## src/rtl/intack_pkg.sv

```systemverilog
package intack_pkg;

    typedef enum logic [2:0] {
        PH_IDLE,
        PH_T1,
        PH_T2,
        PH_T3,
        PH_TW,
        PH_T4
    } phase_e;

    typedef enum logic [2:0] {
        SQ_IDLE,
        SQ_CYC1,
        SQ_GAP,
        SQ_CYC2,
        SQ_FIN
    } seq_e;

endpackage

```

## src/rtl/intack_cycle.sv

```systemverilog
module intack_cycle
    import intack_pkg::*;
(
    input  logic   clk,
    input  logic   rst_n,
    input  logic   start,
    input  logic   rdy,
    output phase_e phase,
    output logic   stb_n,
    output logic   sample,
    output logic   done
);

    typedef struct packed {
        phase_e ph;
        logic   stb_n;
    } cyc_t;

    cyc_t cyc_d, cyc_q;

    always_comb begin
        cyc_d = cyc_q;
        unique case (cyc_q.ph)
            PH_IDLE: if (start) cyc_d.ph = PH_T1;
            PH_T1:   cyc_d.ph = PH_T2;
            PH_T2:   cyc_d.ph = PH_T3;
            PH_T3,
            PH_TW:   cyc_d.ph = rdy ? PH_T4 : PH_TW;
            PH_T4:   cyc_d.ph = PH_IDLE;
            default: cyc_d.ph = PH_IDLE;
        endcase
        cyc_d.stb_n = !(cyc_d.ph == PH_T2 || cyc_d.ph == PH_T3 || cyc_d.ph == PH_TW);
    end

    always_ff @(posedge clk or negedge rst_n) begin
        if (!rst_n) begin
            cyc_q.ph    <= PH_IDLE;
            cyc_q.stb_n <= 1'b1;
        end else begin
            cyc_q <= cyc_d;
        end
    end

    assign phase  = cyc_q.ph;
    assign stb_n  = cyc_q.stb_n;
    assign sample = (cyc_q.ph == PH_T3 || cyc_q.ph == PH_TW) && rdy;
    assign done   = (cyc_q.ph == PH_T4);

    AST_STROBE_TWO_MIN: assert property (@(posedge clk) disable iff (!rst_n)
        $fell(stb_n) |=> !stb_n);

endmodule

```

## src/rtl/intack_ctrl.sv

```systemverilog
module intack_ctrl
    import intack_pkg::*;
#(
    parameter int GAP_CYC = 1
) (
    input  logic clk,
    input  logic rst_n,
    input  logic ack_req,
    input  logic cyc_done,
    output logic start,
    output logic lock,
    output logic second,
    output logic publish,
    output logic idle
);

    localparam int GW = $clog2(GAP_CYC + 1);

    typedef struct packed {
        seq_e          st;
        logic [GW-1:0] gap;
        logic          lock;
    } seq_t;

    seq_t sq_d, sq_q;

    always_comb begin
        sq_d  = sq_q;
        start = 1'b0;
        unique case (sq_q.st)
            SQ_IDLE: begin
                if (ack_req) begin
                    sq_d.st   = SQ_CYC1;
                    sq_d.lock = 1'b1;
                    start     = 1'b1;
                end
            end
            SQ_CYC1: begin
                if (cyc_done) begin
                    sq_d.st  = SQ_GAP;
                    sq_d.gap = GW'(GAP_CYC - 1);
                end
            end
            SQ_GAP: begin
                if (sq_q.gap == '0) begin
                    sq_d.st = SQ_CYC2;
                    start   = 1'b1;
                end else begin
                    sq_d.gap = sq_q.gap - 1'b1;
                end
            end
            SQ_CYC2: begin
                if (cyc_done) begin
                    sq_d.st   = SQ_FIN;
                    sq_d.lock = 1'b0;
                end
            end
            SQ_FIN:  sq_d.st = SQ_IDLE;
            default: begin
                sq_d.st   = SQ_IDLE;
                sq_d.lock = 1'b0;
            end
        endcase
    end

    always_ff @(posedge clk or negedge rst_n) begin
        if (!rst_n) begin
            sq_q.st   <= SQ_IDLE;
            sq_q.gap  <= '0;
            sq_q.lock <= 1'b0;
        end else begin
            sq_q <= sq_d;
        end
    end

    assign lock    = sq_q.lock;
    assign second  = (sq_q.st == SQ_CYC2);
    assign publish = (sq_q.st == SQ_FIN);
    assign idle    = (sq_q.st == SQ_IDLE);

    AST_LOCK_FROM_REQ: assert property (@(posedge clk) disable iff (!rst_n)
        $rose(lock) |-> $past(ack_req));

    AST_NO_RESTART: assert property (@(posedge clk) disable iff (!rst_n)
        (!idle && !publish) |=> !publish || $past(second));

endmodule

```

## src/rtl/intack_vec.sv

```systemverilog
module intack_vec #(
    parameter int DATA_W = 16,
    parameter int VEC_W  = 8
) (
    input  logic              clk,
    input  logic              rst_n,
    input  logic              cap_en,
    input  logic [DATA_W-1:0] din,
    output logic [VEC_W-1:0]  vec
);

    logic [VEC_W-1:0] vec_d, vec_q;

    always_comb begin
        vec_d = vec_q;
        if (cap_en) vec_d = din[VEC_W-1:0];
    end

    always_ff @(posedge clk or negedge rst_n) begin
        if (!rst_n) vec_q <= '0;
        else        vec_q <= vec_d;
    end

    generate
        if (DATA_W > VEC_W) begin : g_upper
            logic unused_upper;
            assign unused_upper = ^din[DATA_W-1:VEC_W];
        end
    endgenerate

    assign vec = vec_q;

endmodule

```

## src/rtl/intack_seq.sv

```systemverilog
module intack_seq
    import intack_pkg::*;
#(
    parameter int DATA_W  = 16,
    parameter int VEC_W   = 8,
    parameter int GAP_CYC = 1
) (
    input  logic              clk,
    input  logic              rst_n,
    input  logic              ack_req,
    input  logic              bus_ready,
    input  logic [DATA_W-1:0] bus_din,
    input  logic              alt_req,
    output logic              read_stb_n,
    output logic              ack_stb_n,
    output logic              bus_locked,
    output logic              alt_gnt,
    output logic [VEC_W-1:0]  vec_out,
    output logic              vec_valid
);

    phase_e phase;
    logic   cyc_start, cyc_sample, cyc_done;
    logic   seq_second, seq_publish, seq_idle;

    intack_ctrl #(.GAP_CYC(GAP_CYC)) u_ctrl (
        .clk      (clk),
        .rst_n    (rst_n),
        .ack_req  (ack_req),
        .cyc_done (cyc_done),
        .start    (cyc_start),
        .lock     (bus_locked),
        .second   (seq_second),
        .publish  (seq_publish),
        .idle     (seq_idle)
    );

    intack_cycle u_cycle (
        .clk    (clk),
        .rst_n  (rst_n),
        .start  (cyc_start),
        .rdy    (bus_ready),
        .phase  (phase),
        .stb_n  (ack_stb_n),
        .sample (cyc_sample),
        .done   (cyc_done)
    );

    intack_vec #(.DATA_W(DATA_W), .VEC_W(VEC_W)) u_vec (
        .clk    (clk),
        .rst_n  (rst_n),
        .cap_en (cyc_sample && seq_second),
        .din    (bus_din),
        .vec    (vec_out)
    );

    assign read_stb_n = 1'b1;
    assign vec_valid  = seq_publish;
    assign alt_gnt    = alt_req && seq_idle && !ack_req;

    AST_STB_UNDER_LOCK: assert property (@(posedge clk) disable iff (!rst_n)
        !ack_stb_n |-> bus_locked);

    AST_GNT_EXCL: assert property (@(posedge clk) disable iff (!rst_n)
        alt_gnt |-> !bus_locked);

    AST_VALID_ONE: assert property (@(posedge clk) disable iff (!rst_n)
        vec_valid |=> !vec_valid);

    AST_VALID_AFTER_LOCK: assert property (@(posedge clk) disable iff (!rst_n)
        vec_valid |-> ($past(bus_locked) && !bus_locked));

    AST_VEC_STABLE: assert property (@(posedge clk) disable iff (!rst_n)
        vec_valid |-> $stable(vec_out));

    AST_T1_LOCKED: assert property (@(posedge clk) disable iff (!rst_n)
        (phase == PH_T1) |-> bus_locked);

endmodule

```

## config.mk

```make
export PLATFORM = sky130hd
export DESIGN_NAME = intack_seq
export DESIGN_NICKNAME = d
export VERILOG_FILES = /design/src/rtl/intack_pkg.sv /design/src/rtl/intack_cycle.sv /design/src/rtl/intack_ctrl.sv /design/src/rtl/intack_vec.sv /design/src/rtl/intack_seq.sv
export SDC_FILE = /design/constraint.sdc
export NUM_CORES = 1
export LEC_CHECK = 0
export BUFFER_PORTS_ARGS = -buffer_cell sky130_fd_sc_hd__buf_2
export CAP_MARGIN = 20
export CORE_ASPECT_RATIO = 0.75
export CORE_MARGIN = 2
export CORE_UTILIZATION = 35
export CTS_CLUSTER_DIAMETER = 200
export DETAILED_ROUTE_END_ITERATION = 6
export GPL_ROUTABILITY_DRIVEN = 0
export PLACE_DENSITY = 0.71
export SYNTH_ARGS = -nofsm -noshare
export SYNTH_HDL_FRONTEND = slang
export SYNTH_SLANG_ARGS = --single-unit
```

## constraint.sdc

```tcl
create_clock -name clk -period 2.5 [get_ports clk]
set_clock_uncertainty 0.05 [all_clocks]
set_input_delay 0.25 -clock clk [delete_from_list [all_inputs] [get_ports clk]]
set_output_delay 0.25 -clock clk [all_outputs]
set_load 0.02 [all_outputs]
```

==> results of run 1 <==
final cells by class:
cell class,instances,share of cell area (%)
clock buffers,4,2.88
inverters,2,0.823
multi-input cells,43,34.7
flip-flops and latches,16,44.0
well taps,24,3.29
repair buffers,25,14.3
sequential cells by signal, indices dropped and copies added (netlist names):
signal	cells
u_cycle.phase	3
u_cycle.stb_n	1
u_ctrl.lock	1
u_vec.vec	8
u_ctrl.sq_q	3
synth_stat cells, types with 2 or more instances:
master / count
nor2_1: 7
or2_2: 2
o21ai_0: 2
nand3b_1: 3
inv_1: 2
dfrtp_1: 15
mux2_2: 9
nand2_1: 4
nor2b_1: 2
cells by family (layout without fill, tap and decap cells):
group	Yosys count	after routing	share of synthesized area [%]
AND/OR/NAND/NOR	23	23	16.9
flip-flops	16	16	53.6
multiplexers	9	9	13.5
AO/OA/AOI/OAI	8	8	9.02
buffers and inverters	5	31	4.17
XOR/XNOR	2	2	2.34
other	1	1	0.500
where the power goes:
group | total [µW] | leakage (µW) | internal [µW] | switching (µW)
logic | 462 | 0.000230 | 221 | 240
registers | 496 | 0.000197 | 383 | 113
clock network | 138 | 0.0000150 | 62.0 | 75.6
path summary, 6_finish.rpt:
check | from | to | slack (ns)
hold reg to reg | u_vec.vec[6] | u_vec.vec[6] | 0.45
setup reg to reg | u_cycle.phase[1] | u_vec.vec[7] | 0.57
setup / recovery | u_cycle.phase[1] | u_vec.vec[7] | 0.57
min in group asynchronous | rst_n | u_cycle.phase[1] | 0.35
max in group asynchronous | rst_n | u_cycle.stb_n | 1.76
hold / removal | bus_din[5] | u_vec.vec[5] | 0.14
metrics by stage:
step / utilization (%) / setup slack (ns)
after CTS: 45.3 / 0.548
final: 45.3 / 0.569
after detailed placement: 43.5 / 0.566
after global routing: 45.3 / 0.456
after floorplan: - / 0.708
after global placement: 43.5 / 0.602
per-layer routing:
metal	global-route usage (%)	share of wire, %
met1	13.2	46
met2	18.9	45
met3	5.26	6.4
met4	5.58	2.1
met5	0	0
critical path, delay by kind of cell, from the launching register on:
family	cells	cell delay [ns]
multiplexers	1	0.39
flip-flops	1	0.47
AO/OA/AOI/OAI	1	0.46
AND/OR/NAND/NOR	1	0.45
==> results.sh, run 1 <==
export IMPL_fill_cells=194
export IMPL_drv_cap=0
export IMPL_yosysUniqueCellTypes=27
export IMPL_dp_hpwl_um=969
export IMPL_yosysWarnings=0
export IMPL_vias_per_cell=4.82
export IMPL_area_delta_synth_final_pct=21.7
export IMPL_hold_slack_ns=0.142
export IMPL_firstDrtPassIters=4
export IMPL_antenna_cells=0
export IMPL_synth_top_cell_by_area="dfrtp_1"
export IMPL_timing_fmax_mhz=518
export IMPL_power_uw=1100
export IMPL_grt_pass1_vias=515
export IMPL_synthFlopType="dfrtp_1"
export IMPL_post_place_cells=109
export IMPL_synthArstFlopShare_pct=100
export IMPL_rows=14
export IMPL_slowest_stage="dfrtp_1"
export IMPL_final_cell_mix="24 x buf_2, 15 x dfrtp_1, 9 x mux2_2"
export IMPL_remaining_drc_errors=0
export IMPL_drive_above_1_share_pct=45.6
export IMPL_yosysTopAreaCellShare_pct=50.1
export IMPL_htree_num_levels=1
export IMPL_wl_mm=1.26
export IMPL_cpPeakStageDelay_ns=0.47
export IMPL_cts_tree="yes"
export IMPL_min_period_ns=1.93
export IMPL_grt_antenna_before_repair=0
export IMPL_synth_edf_count=0
export IMPL_status="finished clean"
export IMPL_critPathCaptureType="flop"
export IMPL_start_kind="flop"
export IMPL_clkTransAtPathRegs_ns=0.09
export IMPL_period_share_pct=77.2
export IMPL_multi_input_area_um2=317
export IMPL_crit_path_max_fanout=8
export IMPL_cts_setup_buffers=0
export IMPL_critPathKind="flop to flop"
export IMPL_hold_path_class="input pin to flop"
export IMPL_r2r_worst_path_cells=3
export IMPL_synth_cells=64
export IMPL_vias=550
export IMPL_io_pins=34
export IMPL_seq_area_um2=402
export IMPL_leakagePower_uw=0.000443
export IMPL_cts_sinks=16
export IMPL_dpl_instance_area_um2=876
export IMPL_rsz0062_at_grt="no"
export IMPL_drt_initial_drc_count=12
export IMPL_synth_area_leaders="dfrtp_1 50%, mux2_2 14%, dfstp_2 3.5%, nor2_1 3.5%, nand3b_1 3.0%"
export IMPL_ctsHoldBuffers=1
export IMPL_clockRootBuffer="clkbuf_4"
export IMPL_min_path_cells=2
export IMPL_start_util_pct=37.2
export IMPL_finalSetupViolCount=0
export IMPL_cts_made_buffers=3
export IMPL_die_w_um=57.4
export IMPL_tns_ns=0
export IMPL_layout_commonest_cell="buf_2"
export IMPL_clkLatencyLatePin_ns=0.28
export IMPL_synth_area_um2=749
export IMPL_nNetsFinal=112
export IMPL_synth_fp_nets=85
export IMPL_syn_area_per_cell_um2=11.7
export IMPL_cp_data_arrival_time_ns=2.05
export IMPL_worstPathCellList="or3b_4 -> a211oi_4 -> mux2_2"
export IMPL_wl_per_cell_um=11.0
export IMPL_cts_resized=0
export IMPL_power_per_cell_area_mw_per_mm2=1200
export IMPL_synth_seq_area_share_pct=53.6
export IMPL_fp_dieH_um=44.1
export IMPL_slew_violations=0
export IMPL_clk_path_buf_depth=2
export IMPL_grt_max_degree=17
export IMPL_peakVddDrop_uv=664
export IMPL_grt_pass1_wl_mm=2.15
export IMPL_ant_nets=0
export IMPL_hold_viol=0
export IMPL_portBuffers=24
export IMPL_design_area_um2=912
export IMPL_final_cells=114
export IMPL_grt_overflow=0
export IMPL_synth_seq_cells=16
export IMPL_coreArea_mm2=0.00201
export IMPL_track_usage_pct=11.6
export IMPL_cp_required_ns=2.62
export IMPL_die_area_mm2=0.00253
Power figures use the tool's default switching activity.
==> run 2, diff against run 1 <==
ABC_AREA = 1   (was unset)
PLACE_DENSITY = 0.7   (was 0.71)
clock period = 1.8 ns   (was 2.5 ns; I/O delays follow)
==> run 2 against run 1 <==
Compared with the run above:
- register-to-register slack lost 0.02 ns
- routed wire length is 13% higher
- sequential cell count did not move
- total power rose by 52%
- critical path depth up 3
- die area up 2.3%
- design area rose by 3.0%
- synthesized cell count up 45%
- clock power rose by 36%
- global-route usage grew 1.3 points
- area after synthesis is 2.5% higher
- clock-buffer cell count did not move
- critical endpoint is now alt_gnt
==> results.sh, run 2 <==
export IMPL_status="finished clean"
export IMPL_start_kind="flop"
export IMPL_yosysTopAreaCellShare_pct=48.9
export IMPL_remaining_drc_errors=0
export IMPL_worstPathCellList="nor2_2 -> inv_2 -> nor2_1 -> nand2_1 -> nor2_1 -> buf_2"
export IMPL_die_area_mm2=0.00259
export IMPL_synthAdderAreaFrac_pct=0
export IMPL_synth_compound_area_share_pct=2.61
export IMPL_min_from="ack_req"
export IMPL_grt_pass1_wl_mm=2.53
export IMPL_final_cell_mix="28 x nand2_1, 24 x buf_2, 14 x nand3_1, 14 x dfrtp_1, 10 x inv_1"
export IMPL_seq_area_um2=403
export IMPL_drive_above_1_share_pct=32.5
export IMPL_min_to="u_ctrl.lock"
export IMPL_pwr_share_clk_pct=11.3
export IMPL_fp_dieH_um=44.6
export IMPL_clkLatencyLatePin_ns=0.27
export IMPL_power_uw=1660
export IMPL_critPathCaptureType="primary output"
export IMPL_synth_fp_nets=114
export IMPL_dp_hpwl_mm=1.11
export IMPL_fill_cells=205
export IMPL_hold_viol=0
export IMPL_reg2reg_slack_ns=0.55
export IMPL_synth_mux_area_fraction_pct=0
export IMPL_grt_overflow=0
export IMPL_slew_violations=0
export IMPL_synth_seq_cells=16
export IMPL_period_share_pct=90.3
export IMPL_leakagePower_uw=0.000530
export IMPL_drv_cap=0
export IMPL_vias=653
export IMPL_cts_setup_buffers=0
export IMPL_post_place_cells=139
export IMPL_tns_ns=0
export IMPL_yosysUniqueCellTypes=15
export IMPL_synthArstFlopShare_pct=100
export IMPL_cts_tree="yes"
export IMPL_peakVddDrop_uv=914
export IMPL_area_delta_synth_final_pct=22.3
export IMPL_synth_commonest_cells="28 x nand2_1, 15 x dfrtp_1, 14 x nand3_1"
export IMPL_r2r_worst_path_cells=6
export IMPL_io_pins=34
export IMPL_wl_mm=1.42
export IMPL_grt_antenna_before_repair=0
export IMPL_htree_num_levels=1
export IMPL_start_util_pct=37.8
export IMPL_die_w_um=58.1
export IMPL_synthFlopType="dfrtp_1"
export IMPL_portBuffers=24
export IMPL_yosys_area_share_simple_pct=36.3
export IMPL_firstDrtPassIters=4
export IMPL_grt_max_degree=17
export IMPL_synth_area_um2=768
export IMPL_slowest_stage="dfrtp_2"
export IMPL_cp_required_ns=1.57
export IMPL_syn_area_per_cell_um2=8.26
export IMPL_synth_top_cell_by_area="dfrtp_1"
export IMPL_clkTransAtPathRegs_ns=0.09
export IMPL_finalSetupViolCount=0
export IMPL_nNetsFinal=142
export IMPL_synth_edf_count=0
export IMPL_clockRootBuffer="clkbuf_4"
export IMPL_track_usage_pct=13.0
export IMPL_power_switching_uw=768
export IMPL_hold_path_class="input pin to flop"
export IMPL_largest_reg_flops=8
export IMPL_yosys_area_share_xor_xnor_pct=0
export IMPL_min_period_ns=1.63
export IMPL_critPathKind="flop to primary output"
export IMPL_layout_commonest_cell="nand2_1"
export IMPL_synth_top_family_by_area="simple AND/OR/NAND/NOR gates"
export IMPL_coreArea_mm2=0.00203
export IMPL_combPwrFrac_pct=49.7
export IMPL_clk_path_buf_depth=2
export IMPL_rows=14
export IMPL_antenna_cells=0
export IMPL_yosysWarnings=0
export IMPL_final_cells=144
export IMPL_crit_family="simple AND/OR/NAND/NOR gates"
export IMPL_min_path_cells=3
export IMPL_rsz0062_at_grt="no"
export IMPL_synth_cells=93
export IMPL_intPower_uw=894
export IMPL_cts_made_buffers=3
export IMPL_timing_fmax_mhz=615
export IMPL_cpMostUsedCell="nor2_1"
export IMPL_synth_seq_area_share_pct=52.3
export IMPL_synth_area_leaders="dfrtp_1 49%, nand2_1 14%, nand3_1 9.1%, inv_1 4.9%, nor2_1 4.4%"
export IMPL_cts_sinks=16
export IMPL_regToRegEndpoint="u_vec.vec[1]"
export IMPL_crit_path_max_fanout=4
export IMPL_switching_share_pct=46.2
export IMPL_power_per_cell_area_mw_per_mm2=1770
export IMPL_power_frac_seq_pct=39.0
export IMPL_wl_per_cell_um=9.83
export IMPL_path_buf_inv=2
export IMPL_synth_most_common_cell="nand2_1"
export IMPL_drt_initial_drc_count=36
export IMPL_grt_pass1_vias=598
export IMPL_ant_nets=0
export IMPL_cp_data_arrival_time_ns=1.40
export IMPL_cpPeakStageDelay_ns=0.44
export IMPL_vias_per_cell=4.53
export IMPL_rr_startpoint="u_cycle.phase[0]"
export IMPL_multi_input_area_um2=305
[run 2: final cells by class]
type / count / share of cell area, %
Sequential cell: 16 / 42.9
Multi-Input combinational cell: 63 / 32.5
Timing Repair Buffer: 25 / 13.8
Inverter: 12 / 4.79
Tap cell: 24 / 3.20
Clock buffer: 4 / 2.80
[run 2: stage by stage]
| stage | utilization (%) | area, µm² | hold WS [ns] | setup slack [ns] |
|---|---|---|---|---|
| 3_5_place_dp | 44.3 | 900 | 0.0583 | 0.477 |
| 2_1_floorplan | - | 768 | -0.166 | 0.496 |
| 6_report | 46.2 | 940 | 0.0658 | 0.175 |
| 3_3_place_gp | 44.3 | 900 | 0.0560 | 0.492 |
| 4_1_cts | 46.1 | 936 | 0.0549 | 0.154 |
| 5_1_grt | 46.2 | 940 | 0.0700 | 0.0158 |
[run 2: worst reg2reg max path, stage by stage (launching register included)]
cell and delay, ns:
dfrtp_1 0.42, nor2_1 0.18, nor2_1 0.10, nor2_4 0.14, nand3_4 0.13, nand2_1 0.10
nand2_1 0.05
[run 2: power groups by stage]
stage / clock network [µW] / logic [µW] / registers, µW
after CTS: 201 / 834 / 640
after floorplan: 0 / 515 / 764
after global routing: 217 / 929 / 676
after global placement: 0 / 817 / 644
after detailed placement: 0 / 831 / 647
final: 188 / 826 / 648
[run 2: metal layers]
metal / global-route usage (%) / part of all wire [%] / routed length, µm
met1: 16.9 / 48 / 683
met2: 20.9 / 44 / 626
met3: 4.68 / 7.5 / 106
met4: 2.79 / 0 / 0
met5: 0 / 0 / 0
[run 2: kinds of logic after synthesis]
logic type             after synthesis
AND/OR/NAND/NOR                     58
AO/OA/AOI/OAI                        4
buffers and inverters               14
flip-flops                          16
other                                1
[run 2: worst max-delay path by stage]
stage | from | end | slack (ns) | depth (start not counted)
3_3_place_gp | u_ctrl.sq_q[2] | alt_gnt | 0.49 | 6
4_1_cts | u_ctrl.sq_q[2] | alt_gnt | 0.15 | 6
6_report | u_ctrl.sq_q[2] | alt_gnt | 0.17 | 6
3_5_place_dp | u_ctrl.sq_q[2] | alt_gnt | 0.48 | 6
2_1_floorplan | u_ctrl.sq_q[2] | alt_gnt | 0.50 | 5
5_1_grt | u_ctrl.sq_q[2] | alt_gnt | 0.02 | 6
[run 2: repair_timing]
item,4_1_cts,5_1_grt
hold buffers,1,0
setup endpoints to repair,0,1
gates resized for setup,0,2
hold endpoints to repair,15,0
